**src/rtl/sscg_pkg.sv**
```systemverilog
package sscg_pkg;

  typedef logic [1:0] qtr_t;

  // Period multiplier L: codes 1..7 map to themselves, code 0 maps to 8.
  function automatic logic [3:0] period_mult(input logic [2:0] code);
    return (code == 3'd0) ? 4'd8 : {1'b0, code};
  endfunction

  // Peak deviation for depth code d: d * 0.25% of 2^fw, rounded to nearest.
  function automatic int unsigned peak_of(input int unsigned d, input int unsigned fw);
    return (d * (32'd1 << fw) + 32'd200) / 32'd400;
  endfunction

endpackage

```
**src/rtl/sscg_lfsr.sv**
```systemverilog
module sscg_lfsr #(
  parameter int unsigned      W    = 16,
  parameter logic [W-1:0]     TAPS = 16'hB400,
  parameter logic [W-1:0]     SEED = 16'hACE1
) (
  input  logic         clk,
  input  logic         rst_n,
  input  logic         adv,
  output logic [W-1:0] state_o
);

  logic [W-1:0] state_q, state_d;

  always_comb begin
    state_d = state_q >> 1;
    if (state_q[0]) state_d = state_d ^ TAPS;
  end

  always_ff @(posedge clk or negedge rst_n) begin
    if (!rst_n)   state_q <= SEED;
    else if (adv) state_q <= state_d;
  end

  assign state_o = state_q;

endmodule

```
**src/rtl/sscg_seq.sv**
```systemverilog
module sscg_seq #(
  parameter int unsigned QW     = 10,
  parameter int unsigned PW     = 11,
  parameter int unsigned FRAC_W = 16,
  parameter int unsigned BASE_Q = 56,
  parameter int unsigned STEP_Q = 3
) (
  input  logic             clk,
  input  logic             rst_n,
  input  logic             en,
  input  logic [2:0]       period_code,
  input  logic [2:0]       depth_code,
  input  logic [2:0]       sel,
  output logic [QW-1:0]    qcnt_o,
  output logic [QW-1:0]    qlen_o,
  output sscg_pkg::qtr_t   qtr_o,
  output logic [PW-1:0]    peak_o,
  output logic             act_o,
  output logic             start_o,
  output logic             boundary_o
);

  logic [QW-1:0]  qcnt_q, qcnt_d;
  logic [QW-1:0]  qlen_q, qlen_d;
  sscg_pkg::qtr_t qtr_q, qtr_d;
  logic [PW-1:0]  peak_q, peak_d;
  logic           act_q, act_d;
  logic           quarter_end, boundary;
  logic [QW-1:0]  lmul, base_q;
  logic [PW-1:0]  peak_tab [8];

  // Peak table, computed from the depth-code rule at elaboration.
  for (genvar gi = 0; gi < 8; gi++) begin : g_peak
    assign peak_tab[gi] = PW'(sscg_pkg::peak_of(gi, FRAC_W));
  end

  assign quarter_end = (qcnt_q == qlen_q - QW'(1));
  assign boundary    = quarter_end && (qtr_q == 2'd3);

  always_comb begin
    lmul   = QW'(sscg_pkg::period_mult(period_code));
    base_q = QW'(BASE_Q) + QW'(STEP_Q) * QW'(sel);
    qlen_d = lmul * base_q;
    peak_d = peak_tab[depth_code];
  end

  always_comb begin
    qcnt_d = qcnt_q + QW'(1);
    qtr_d  = qtr_q;
    act_d  = act_q & en;
    if (quarter_end) begin
      qcnt_d = '0;
      qtr_d  = qtr_q + 2'd1;
    end
    if (boundary) act_d = en;
  end

  always_ff @(posedge clk or negedge rst_n) begin
    if (!rst_n) begin
      qcnt_q <= '0;
      qtr_q  <= '0;
      act_q  <= 1'b0;
    end else begin
      qcnt_q <= qcnt_d;
      qtr_q  <= qtr_d;
      act_q  <= act_d;
    end
  end

  always_ff @(posedge clk or negedge rst_n) begin
    if (!rst_n) begin
      qlen_q <= QW'(BASE_Q);
      peak_q <= '0;
    end else if (boundary) begin
      qlen_q <= qlen_d;
      peak_q <= peak_d;
    end
  end

  assign qcnt_o     = qcnt_q;
  assign qlen_o     = qlen_q;
  assign qtr_o      = qtr_q;
  assign peak_o     = peak_q;
  assign act_o      = act_q;
  assign start_o    = (qtr_q == 2'd0) && (qcnt_q == '0);
  assign boundary_o = boundary;

endmodule

```
**src/rtl/sscg_shaper.sv**
```systemverilog
module sscg_shaper #(
  parameter int unsigned QW    = 10,
  parameter int unsigned PW    = 11,
  parameter int unsigned DEV_W = 16
) (
  input  logic [QW-1:0]           qcnt,
  input  logic [QW-1:0]           qlen,
  input  sscg_pkg::qtr_t          qtr,
  input  logic [PW-1:0]           peak,
  input  logic                    act,
  output logic signed [DEV_W-1:0] dev_o
);

  localparam int unsigned MW = PW + QW;

  logic [QW-1:0]           u;
  logic [MW-1:0]           prod, mag;
  logic signed [DEV_W-1:0] mag_s;

  always_comb begin
    u     = qtr[0] ? (qlen - qcnt) : qcnt;
    prod  = MW'(peak) * MW'(u);
    mag   = prod / MW'(qlen);
    mag_s = DEV_W'(mag);
    if (!act)        dev_o = '0;
    else if (qtr[1]) dev_o = -mag_s;
    else             dev_o = mag_s;
  end

endmodule

```
**src/rtl/sscg_profile_gen.sv**
```systemverilog
module sscg_profile_gen #(
  parameter int unsigned          FRAC_W     = 16,
  parameter int unsigned          DEV_W      = 16,
  parameter int unsigned          LFSR_W     = 16,
  parameter logic [LFSR_W-1:0]    LFSR_TAPS  = 16'hB400,
  parameter logic [LFSR_W-1:0]    LFSR_SEED  = 16'hACE1,
  parameter int unsigned          BASE_LEN   = 224,
  parameter int unsigned          STEP_LEN   = 12
) (
  input  logic                    clk,
  input  logic                    rst_n,
  input  logic                    mod_en,
  input  logic [2:0]              period_sel,
  input  logic [2:0]              depth_sel,
  output logic signed [DEV_W-1:0] dev_o,
  output logic                    period_start_o
);

  localparam int unsigned BASE_Q   = BASE_LEN / 4;
  localparam int unsigned STEP_Q   = STEP_LEN / 4;
  localparam int unsigned QMAX     = 8 * (BASE_Q + 7 * STEP_Q);
  localparam int unsigned QW       = $clog2(QMAX + 1);
  localparam int unsigned PEAK_MAX = sscg_pkg::peak_of(7, FRAC_W);
  localparam int unsigned PW       = $clog2(PEAK_MAX + 1);

  logic [LFSR_W-1:0] lfsr_w;
  logic [QW-1:0]     qcnt_w, qlen_w;
  sscg_pkg::qtr_t    qtr_w;
  logic [PW-1:0]     peak_w;
  logic              act_w, boundary_w;

  sscg_lfsr #(.W(LFSR_W), .TAPS(LFSR_TAPS), .SEED(LFSR_SEED)) u_lfsr (
    .clk     (clk),
    .rst_n   (rst_n),
    .adv     (boundary_w),
    .state_o (lfsr_w)
  );

  sscg_seq #(.QW(QW), .PW(PW), .FRAC_W(FRAC_W), .BASE_Q(BASE_Q), .STEP_Q(STEP_Q)) u_seq (
    .clk         (clk),
    .rst_n       (rst_n),
    .en          (mod_en),
    .period_code (period_sel),
    .depth_code  (depth_sel),
    .sel         (lfsr_w[2:0]),
    .qcnt_o      (qcnt_w),
    .qlen_o      (qlen_w),
    .qtr_o       (qtr_w),
    .peak_o      (peak_w),
    .act_o       (act_w),
    .start_o     (period_start_o),
    .boundary_o  (boundary_w)
  );

  sscg_shaper #(.QW(QW), .PW(PW), .DEV_W(DEV_W)) u_shape (
    .qcnt  (qcnt_w),
    .qlen  (qlen_w),
    .qtr   (qtr_w),
    .peak  (peak_w),
    .act   (act_w),
    .dev_o (dev_o)
  );

endmodule

```
**config.mk**
```make
export PLATFORM = sky130hd
export DESIGN_NAME = sscg_profile_gen
export DESIGN_NICKNAME = d
export VERILOG_FILES = /design/src/rtl/sscg_pkg.sv /design/src/rtl/sscg_lfsr.sv /design/src/rtl/sscg_seq.sv /design/src/rtl/sscg_shaper.sv /design/src/rtl/sscg_profile_gen.sv
export SDC_FILE = /design/constraint.sdc
export NUM_CORES = 1
export LEC_CHECK = 0
export BUFFER_PORTS_ARGS = -buffer_cell sky130_fd_sc_hd__buf_2
export CORE_ASPECT_RATIO = 0.7
export CORE_MARGIN = 2
export CORE_UTILIZATION = 45
export CTS_BUF_LIST = sky130_fd_sc_hd__clkbuf_4 sky130_fd_sc_hd__clkbuf_8
export CTS_CLUSTER_SIZE = 40
export DETAILED_ROUTE_END_ITERATION = 10
export GPL_TIMING_DRIVEN = 0
export REMOVE_ABC_BUFFERS = 1
export SETUP_SLACK_MARGIN = 0.1
export SLEW_MARGIN = 20
export SYNTH_ARGS = -nofsm -noshare
export SYNTH_HDL_FRONTEND = slang
export SYNTH_SLANG_ARGS = --single-unit
```
**constraint.sdc**
```tcl
create_clock -name clk -period 91.4 [get_ports clk]
set_input_delay 4.57 -clock clk [delete_from_list [all_inputs] [get_ports clk]]
set_output_delay 4.57 -clock clk [all_outputs]
set_load 0.01 [all_outputs]
```
# Yosys cells after proc, flatten, opt, wreduce, memory -nomap -nowiden
# Memories as Yosys holds them, arrays and structs flattened. A register that Yosys moved wholly into a read port is not among the register bits.
# Cells that the tools add are included.
totals:
  input_bits: 9
  out_inout_bits: 17
  ff_bits: 39
  n_memories: 1
  rom_bits: 88
mem_list:
  columns: ["name", "depth", "width", "rd", "rd_clocked_by_memory_dff", "wr", "line", "text"]
  rows:
  - ["(no name shown)", 8, 11, 1, 1, 0, "sscg_seq.sv:44", "peak_d = peak_tab[depth_code];"]
classes:
  n_bitwise: 3
  n_div: 1
  eq_ne: 2
  muxes: 7
  n_addsub: 6
  reduce_logical: 6
  multipliers: 3
op_table:
  columns: ["op", "n"]
  rows:
  - ["16-bit 2-to-1 mux", 3]
  - ["21-bit by 10-bit divider with 21-bit output", 1]
  - ["11-bit by 10-bit multiplier with 21-bit output", 1]
  - ["10-bit 2-to-1 mux", 2]
  - ["16-bit negation", 1]
  - ["10-bit by 1-bit adder with 10-bit output, second input constant", 1]
  - ["10-bit equality test", 1]
  - ["10-bit zero test", 1]
  - ["4-bit by 10-bit multiplier with 10-bit output", 1]
  - ["10-bit by 1-bit subtractor with 10-bit output, second input constant", 1]
  - ["10-bit subtractor", 1]
  - ["3-bit inverter with 4-bit output", 2]
  - ["6-bit by 5-bit adder with 7-bit output, first input constant", 1]
  - ["2-bit by 3-bit multiplier with 5-bit output, first input constant", 1]
  - ["4-bit 2-to-1 mux", 1]
  - ["3-bit zero test", 1]
  - ["2-bit by 1-bit adder with 2-bit output, second input constant", 1]
  - ["2-bit equality test, second input constant", 1]
  - ["1-bit logical AND", 2]
  - ["2-bit zero test", 1]
  - ["1-bit bitwise AND", 1]
  - ["1-bit zero test", 1]
  - ["1-bit 2-to-1 mux", 1]

# Logic depth before layout (Yosys ltp)
# Gate-level depths: netlist of run 1.
logic_depth:
  ltp_word: 7
  depth_mapped: 286
  ltp_nobuf: 269

# By module
# Synthesis of run 1 repeated with hierarchy kept, for this count alone.
hier_totals:
  hier_cells: 2231
  area_unflattened_um2: 17581.9
by_module_without_submodules:
  columns: ["module", "seq_area_each_um2", "area_per_inst_um2", "cells_per_inst", "n_inst"]
  rows:
  - ["sscg_shaper", 0.0, 14158.6, 1906, 1]
  - ["sscg_seq", 804.5, 2670.1, 272, 1]
  - ["sscg_lfsr", 410.4, 753.2, 53, 1]

# Least setup slack after synthesis of run 1
# OpenSTA, ideal clock, no wires.
synth_path:
  path_type: "reg2out"
  startpoint: "register u_seq.qlen_q[0], in the netlist u_seq.qlen_o[0]"
  endpoint: "output dev_o[14]"
  path_stages_with_launch: 268
  slack_ps: 32479
  required_ps: 86830
  n_path_buf: 20
  arrival_ps: 54351
  cell_sequence: "dfrtp_1 -> inv_1 -> ha_1 -> nor2b_1 -> o21ai_0 -> nand2b_1 -> a21o_1 -> a21o_1 -> a21o_1 -> a21o_1 -> a21o_1 -> a21oi_1 -> xnor2_1 -> nand2_1 -> xnor2_1 -> nand2_1 -> fa_1 -> fa_1 -> (+232 left out) -> o21ai_0 -> nand2b_1 -> a21oi_1 -> nor2b_1 -> o21ai_0 -> nand2b_1 -> a21oi_1 -> nand3_1 -> a211oi_1 -> o211ai_1 -> or3b_1 -> nor3_2 -> ha_1 -> nand3_1 -> nand2b_1 -> o31ai_1 -> a21oi_1 -> nor3_1"
synth_via:
  elab_chain_len: 7
synth_rtl:
  columns: ["element", "line", "text"]
  rows:
  - ["from (decl)", "sscg_seq.sv:24", "logic [QW-1:0] qlen_q, qlen_d;"]
  - ["from (signal assigned)", "sscg_seq.sv:72", "qlen_q <= QW'(BASE_Q);"]
  - ["from (signal assigned)", "sscg_seq.sv:75", "qlen_q <= qlen_d;"]
  - ["10-bit subtractor", "sscg_shaper.sv:21", "u = qtr[0] ? (qlen - qcnt) : qcnt;"]
  - ["10-bit 2-to-1 mux", "sscg_shaper.sv:21", null]
  - ["11-bit by 10-bit multiplier with 21-bit output", "sscg_shaper.sv:22", "prod = MW'(peak) * MW'(u);"]
  - ["21-bit by 10-bit divider with 21-bit output (*)", "sscg_shaper.sv:23", "mag = prod / MW'(qlen);"]
  - ["16-bit negation", "sscg_shaper.sv:26", "else if (qtr[1]) dev_o = -mag_s;"]
  - ["16-bit 2-to-1 mux (*)", "sscg_shaper.sv:26", null]
  - ["16-bit 2-to-1 mux (*)", "sscg_shaper.sv:25", "if (!act) dev_o = '0;"]
  - ["to (decl)", "sscg_profile_gen.sv:15", "output logic signed [DEV_W-1:0] dev_o,"]
# Mark *: on every way between the ends. The rest lies on a longest branch, timed or not.

# Final worst setup path of run 1
# Same ends and word-level chain as after synthesis.

==> results of run 1 <==
==> cell usage in the layout, fill, tap and decap left out, types with 37 or more instances in the layout <==
| master | count |
|---|---|
| a21o_1 | 66 |
| a21oi_1 | 138 |
| and2_1 | 60 |
| dfrtp_1 | 37 |
| fa_1 | 81 |
| ha_1 | 260 |
| inv_1 | 165 |
| mux2_2 | 51 |
| nand2_1 | 249 |
| nand3_1 | 53 |
| nor2_1 | 168 |
| nor3_1 | 102 |
| o21a_1 | 76 |
| o21ai_0 | 109 |
| xnor2_1 | 86 |
| xor2_1 | 41 |
==> per-layer routing <==
metal  vias up  share of wire [%]  global-route usage, %  wire length [um]
li1       8254                  -                      -                 -
met1      7958                 52                  38.09             25910
met2       449                 41                  38.08             20400
met3        38                5.7                  2.283              2843
met4         0                1.3                  4.049               655
met5         -                  0                      0                 0
==> power by group <==
group	internal [mW]	total, mW	switching [mW]	leakage (nW)
clock network	0.00635	0.0141	0.00777	0.0522
logic	0.0519	0.123	0.0713	8.03
registers	0.0213	0.0214	0.0000884	0.546
==> critical path: cells and delay by family, from the launching register on <==
kind	cells	cell delay [ps]
and+or+nand+nor	64	16400
adders and majority gates	29	10220
xor gates and xnor gates	3	1050
buffers and inverters	7	1730
DFF	1	470
AOI/OAI and AO/OA	140	34310
muxes	8	2760
==> logic make-up after synthesis <==
family / share of synthesized area (%)
compound gates: 25.17
xor+xnor: 6.378
fa+ha+maj: 28.07
buf+inv: 5.294
flops: 6.966
mux: 4.391
simple gates: 23.74
==> worst max path at each step <==
stage / start / to / slack (ps) / cells after the start
after floorplan: u_seq.qlen_o[0] / dev_o[14] / 32550 / 249
after global placement: u_seq.qlen_o[0] / dev_o[14] / 20980 / 251
after detailed placement: u_seq.qlen_o[0] / dev_o[14] / 20900 / 251
after CTS: u_seq.qlen_o[0] / dev_o[14] / 20380 / 251
after global routing: u_seq.qlen_o[0] / dev_o[14] / 14370 / 252
final: u_seq.qlen_o[0] / dev_o[14] / 19410 / 251
==> final cells by class <==
cell class / count / area, um2
Tap cell: 496 / 620.6
Clock buffer: 6 / 82.58
Fill cell: 3892 / 20230
Sequential cell: 48 / 1215
Timing Repair Buffer: 27 / 155.1
Multi-Input combinational cell: 2012 / 15330
Clock inverter: 2 / 17.52
Inverter: 170 / 638.1
==> sequential cells by signal, summed over array words and instances (netlist names) <==
register and count:
u_seq.qcnt_o 10, u_seq.qlen_o 10, u_lfsr.state_o 16, u_seq.qtr_o 2, u_seq.act_o 1, u_seq.peak_o 9
==> cell usage after synthesis, types with 5 or more instances <==
| master | instances |
|---|---|
| a31oi_1 | 32 |
| o2111ai_1 | 5 |
| a21oi_1 | 138 |
| nand2_1 | 250 |
| and4_1 | 7 |
| or2_2 | 18 |
| a221o_1 | 5 |
| dfrtp_1 | 37 |
| xnor2_1 | 86 |
| a21o_1 | 66 |
| nor3_1 | 103 |
| mux2_2 | 51 |
| a211oi_1 | 23 |
| fa_1 | 81 |
| nor2_1 | 168 |
| o21ai_0 | 109 |
| o22ai_1 | 9 |
| xor2_1 | 41 |
| nand4b_1 | 5 |
| o211ai_1 | 21 |
| o31ai_1 | 34 |
| nand2b_1 | 31 |
| nor4_1 | 9 |
| a31o_2 | 9 |
| o21bai_1 | 7 |
| or3_1 | 26 |
| o21a_1 | 76 |
| o21ai_1 | 16 |
| ha_1 | 260 |
| nand4_1 | 20 |
| mux2i_1 | 18 |
| buf_2 | 12 |
| nor2b_1 | 26 |
| and3_1 | 13 |
| and2_1 | 60 |
| a21boi_0 | 9 |
| clkbuf_1 | 51 |
| nand3_1 | 53 |
| inv_1 | 168 |
| dfstp_2 | 11 |
| a2111oi_0 | 6 |
| a211o_1 | 7 |
==> through the flow <==
step	setup slack (ps)	util [%]	cells	area (um2)
floorplan	32550	-	2230	17160
global placement	20980	46.75	2751	17900
detailed placement	20900	46.88	2753	17950
CTS	20380	47.14	2761	18050
global route	14370	47.16	2761	18060
finish	19410	47.16	2761	18060
==> impl_metrics.py, run 1 <==
metrics = {
    "sta": {
        "tightestPinTransition_ps": 1104,
        "skew_ps": 12.47,
        "slew_headroom_pct": 26.33,
        "slew_viol_final": 0,
        "fin_crit_ps": 71990,
        "setup_tns_ps": 0,
        "rsz0062_at_grt": "false",
        "setup_violations": 0,
        "hold_viol_final": 0,
        "fin_crit_sh_pct": 78.77,
        "fin_hold_ws_ps": 485.2,
        "max_freq_ghz": 0.01389,
    },
    "hold_path": {
        "hp-class": "reg2reg",
        "min_to": "u_lfsr.state_o[10]",
        "hold_path_startpoint": "u_lfsr.state_o[10]",
        "worstHoldPathCells": 2,
    },
    "critical_path": {
        "crit_slowest_cell": "a21oi_1",
        "cp-start-kind": "flop",
        "crit_fanout": 22,
        "reg2reg_from": "u_seq.qlen_o[6]",
        "regToRegSetupSlack_ps": 87210,
        "cp_data_required_time_ps": 86830,
        "setup.worst_path.class": "reg2out",
        "worstRegToRegCells": 10,
        "timing.rr.end": "u_lfsr.state_o[8]",
        "critPathMostFrequentCell": "o21a_1",
        "end_kind": "primary output",
        "arrival_ps": 67420,
        "critPathMaxStageDelay_ps": 870,
    },
    "placement": {
        "place.port_buffers": 25,
        "place_hpwl_um": 40620,
        "place_congestion": 0.8892,
    },
    "pwr": {
        "power.leakage_nw": 8.632,
        "powerDensity_nw_per_um2": 8.788,
        "fin_total_pwr_mw": 0.1587,
        "irDropWorstVdd_mv": 0.01804,
    },
    "clock_tree": {
        "clk_root_buffer_cell": "clkbuf_8",
        "cts_tree": "built",
        "h-tree-depth": 2,
        "clock_path_buffers": 2,
        "ctsResizeCount": 0,
        "cts_setup_buffers": 0,
        "cts.clk_slew.worst_paths_ps": 100,
        "numCtsBuffers": 5,
        "cts_hold_buf": 0,
        "clock_sinks": 48,
        "clk_latency_ps": 310,
    },
    "cells_and_area": {
        "area_growth_pct": 3.530,
        "final_nets": 2614,
        "diodes": 0,
        "drive_gt1_share_pct": 7.594,
    },
    "routing": {
        "routed-via-count": 16700,
        "wire_per_inst_um": 18.04,
        "drcViolationCount": 0,
        "antenna_left": 0,
        "drt-total-wl_um": 49810,
        "vias_per_cell": 6.048,
        "dr.pass1.iters": 5,
        "drt_iter0_markers": 1057,
    },
    "die": {
        "rows": 60,
        "initial_utilization_pct": 45.55,
        "die_h_um": 168.7,
        "die_area_um2": 40370,
        "die_x_um": 239.3,
        "core_area_um2": 38290,
        "ios": 26,
    },
    "synthesis": {
        "synth_async_sr_flop_share_pct": 100.0,
        "synth_area_per_cell_um2": 7.586,
        "yosys.area.top_type_share_pct": 18.65,
        "syn_area_um2": 17440,
        "synth_top_area_cell": "ha_1",
        "yosys_warnings": 0,
        "synth.area.top_cells": "ha_1, fa_1, nand2_1, dfrtp_1, xnor2_1",
        "seq_area_frac_synth_pct": 6.966,
        "synthCells": 2299,
        "synth_seq_cells": 48,
        "ys.flop_type": "dfrtp_1",
        "ys_types": 113,
        "synth_edf_count": 0,
    },
    "grt": {
        "antenna_found_initial": 0,
        "grt_pass1_vias": 16060,
        "grt_overflow": 0,
        "grt_usage_pct": 24.85,
        "grt_pass1_wl_um": 82700,
        "grt_max_degree": 49,
    },
    "flow_run": {
        "maxCapViolations": 0,
    },
    "outcome": {
        "status": "completed",
    },
}
Power figures use the tool's default switching activity.
==> inputs of run 2 (changes only) <==
ABC_AREA = 1   (was default)
clock period = 59.5 ns   (was 91.4 ns; I/O delays follow)
==> impl_metrics.py, run 2 <==
metrics = {
    "grt": {
        "antenna_found_initial": 0,
        "grt_pass1_wl_um": 74980,
        "grt_overflow": 0,
        "grt_usage_pct": 23.48,
        "grt_max_degree": 49,
        "grt_pass1_vias": 15340,
    },
    "routing": {
        "wire_per_inst_um": 14.13,
        "dr.pass1.iters": 5,
        "routed-via-count": 16420,
        "drcViolationCount": 0,
        "antenna_left": 0,
        "drt-total-wl_um": 44470,
        "drt_iter0_markers": 1020,
        "vias_per_cell": 5.216,
    },
    "placement": {
        "place_congestion": 0.9149,
        "post-place-cells": 3084,
        "place.port_buffers": 25,
        "place_hpwl_um": 36810,
        "placed_cell_area_um2": 17320,
        "dp_slack_ps": -2642,
    },
    "sta": {
        "slew_viol_final": 0,
        "slew_headroom_pct": 22.51,
        "fin_hold_ws_ps": 465.9,
        "setup_ws_ps": 5234,
        "tightestPinTransition_ps": 1150,
        "fin_crit_ps": 54270,
        "hold_viol_final": 0,
        "fin_crit_sh_pct": 91.20,
        "setup_tns_ps": 0,
        "setup_violations": 0,
        "max_freq_ghz": 0.01843,
        "skew_ps": 11.68,
    },
    "hold_path": {
        "min_to": "u_lfsr.state_o[6]",
        "worstHoldPathCells": 2,
        "hp-class": "reg2reg",
        "hold_path_startpoint": "u_lfsr.state_o[6]",
    },
    "clock_tree": {
        "cts.clk_slew.worst_paths_ps": 90,
        "clock_path_buffers": 2,
        "cts_tree": "built",
        "clk_root_buffer_cell": "clkbuf_8",
        "numCtsBuffers": 5,
        "clock_sinks": 48,
        "clk_latency_ps": 320,
        "h-tree-depth": 2,
    },
    "critical_path": {
        "timing.rr.end": "u_lfsr.state_o[10]",
        "critPathMostFrequentCell": "nand2_1",
        "cp-start-kind": "flop",
        "setup.worst_path.class": "reg2out",
        "arrival_ps": 51290,
        "reg2reg_from": "u_seq.qlen_o[0]",
        "cp_data_required_time_ps": 56530,
        "worstRegToRegCells": 13,
        "path_buf_inv": 66,
        "critPathMaxStageDelay_ps": 580,
        "regToRegSetupSlack_ps": 54590,
        "path_delay_family": "compound AO/OA/AOI/OAI gates",
        "crit_slowest_cell": "fa_1",
        "crit_fanout": 21,
        "end_kind": "primary output",
    },
    "cells_and_area": {
        "area_growth_pct": 8.177,
        "fillers": 3846,
        "drive_gt1_share_pct": 10.19,
        "stdcell_area_um2": 18110,
        "final_nets": 3008,
        "final_cell_mix": "nand2_1, inv_1, ha_1, nor2_1, o21ai_0",
        "layout_commonest_cell": "nand2_1",
        "diodes": 0,
        "stdcell_count": 3147,
        "largest_reg_flops": 16,
    },
    "synthesis": {
        "ys_types": 62,
        "synthCells": 2607,
        "synth_common_cells": "nand2_1, inv_1, ha_1",
        "synth_async_sr_flop_share_pct": 100.0,
        "ys.flop_type": "dfrtp_1",
        "yosys_warnings": 0,
        "synth.area.top_cells": "ha_1, nand2_1, inv_1, fa_1, dfrtp_1",
        "synth_top_area_cell": "ha_1",
        "yosys.area.top_type_share_pct": 19.43,
        "syn_area_um2": 16740,
        "synth_seq_cells": 48,
        "synth_area_per_cell_um2": 6.422,
        "yosysMostFrequentCell": "nand2_1",
        "synth_edf_count": 0,
        "seq_area_frac_synth_pct": 7.257,
    },
    "die": {
        "die_area_um2": 38790,
        "initial_utilization_pct": 45.36,
        "rows": 59,
        "ios": 26,
        "core_area_um2": 36910,
        "die_h_um": 165.4,
        "die_x_um": 234.5,
    },
    "pwr": {
        "irDropWorstVdd_mv": 0.008558,
        "powerDensity_nw_per_um2": 3.419,
        "power.leakage_nw": 10.60,
    },
    "outcome": {
        "status": "completed",
    },
    "flow_run": {
        "maxCapViolations": 0,
    },
}
[run 2: worst max path at each step]
| stage | from | end | slack (ps) | cells past startpoint |
|---|---|---|---|---|
| 2_1_floorplan | u_seq.qlen_o[0] | dev_o[14] | 8110 | 343 |
| 3_3_place_gp | u_seq.qlen_o[0] | dev_o[14] | -1310 | 339 |
| 3_5_place_dp | u_seq.qlen_o[0] | dev_o[14] | -2640 | 343 |
| 4_1_cts | u_seq.qlen_o[1] | dev_o[14] | 120 | 343 |
| 5_1_grt | u_seq.qlen_o[0] | dev_o[14] | -110 | 352 |
| 6_report | u_seq.qcnt_o[2] | dev_o[14] | 5230 | 349 |
[run 2: cell type report]
type / instances / area, um2 / area share [%]
Tap cell: 488 / 610.6 / 3.372
Clock buffer: 5 / 68.82 / 0.3800
Multi-Input combinational cell: 2058 / 13840 / 76.42
Timing Repair inverter: 3 / 15.01 / 0.08291
Sequential cell: 48 / 1219 / 6.729
Timing Repair Buffer: 75 / 500.5 / 2.764
Clock inverter: 3 / 42.54 / 0.2349
Inverter: 467 / 1814 / 10.02
[run 2: what timing repair did]
action	4_1_cts	5_1_grt
pin swaps	0	7
setup buffers	1	49
setup endpoints to repair	16	16
resized for setup	17	68
cloned	2	3
hold buffers	0	0
[run 2: through the flow]
stage | power, mW | utilization (%)
6_report | 0.06192 | 49.06
5_1_grt | 0.06510 | 49.06
4_1_cts | 0.06296 | 47.43
3_5_place_dp | 0.03827 | 46.92
3_3_place_gp | 0.03826 | 46.89
2_1_floorplan | 0.03650 | -
[run 2: report_power, final]
group,switching (mW),leakage (nW),internal (mW)
registers,0,0.531,0.0326
logic,0.00306,10.0,0.00187
clock network,0.0119,0.0541,0.0125
[run 2: logic make-up after synthesis]
group                    after synthesis  share of synthesized area, %
AO/OA/AOI/OAI                        389                         13.03
multiplexers                           1                       0.05979
XOR/XNOR                             153                         8.005
adder cells (fa/ha/maj)              341                         29.12
buffers and inverters                503                         11.47
flip-flops                            48                         7.257
AND/OR/NAND/NOR                     1172                         31.05
[run 2: routing by layer]
metal | routed length, um | share of wire [%] | track usage (%) | vias to the layer above
li1 | - | - | - | 8451
met1 | 23720 | 53 | 36.31 | 7625
met2 | 18140 | 41 | 36.32 | 326
met3 | 2443 | 5.5 | 2.593 | 14
met4 | 165 | 0.37 | 1.344 | 0
met5 | 0 | 0 | 0 | -
[run 2: tightest hold or removal path, stage by stage (launching register included)]
cell and delay (ps):
dfstp_2 380, nand2_1 50, nand2_1 40
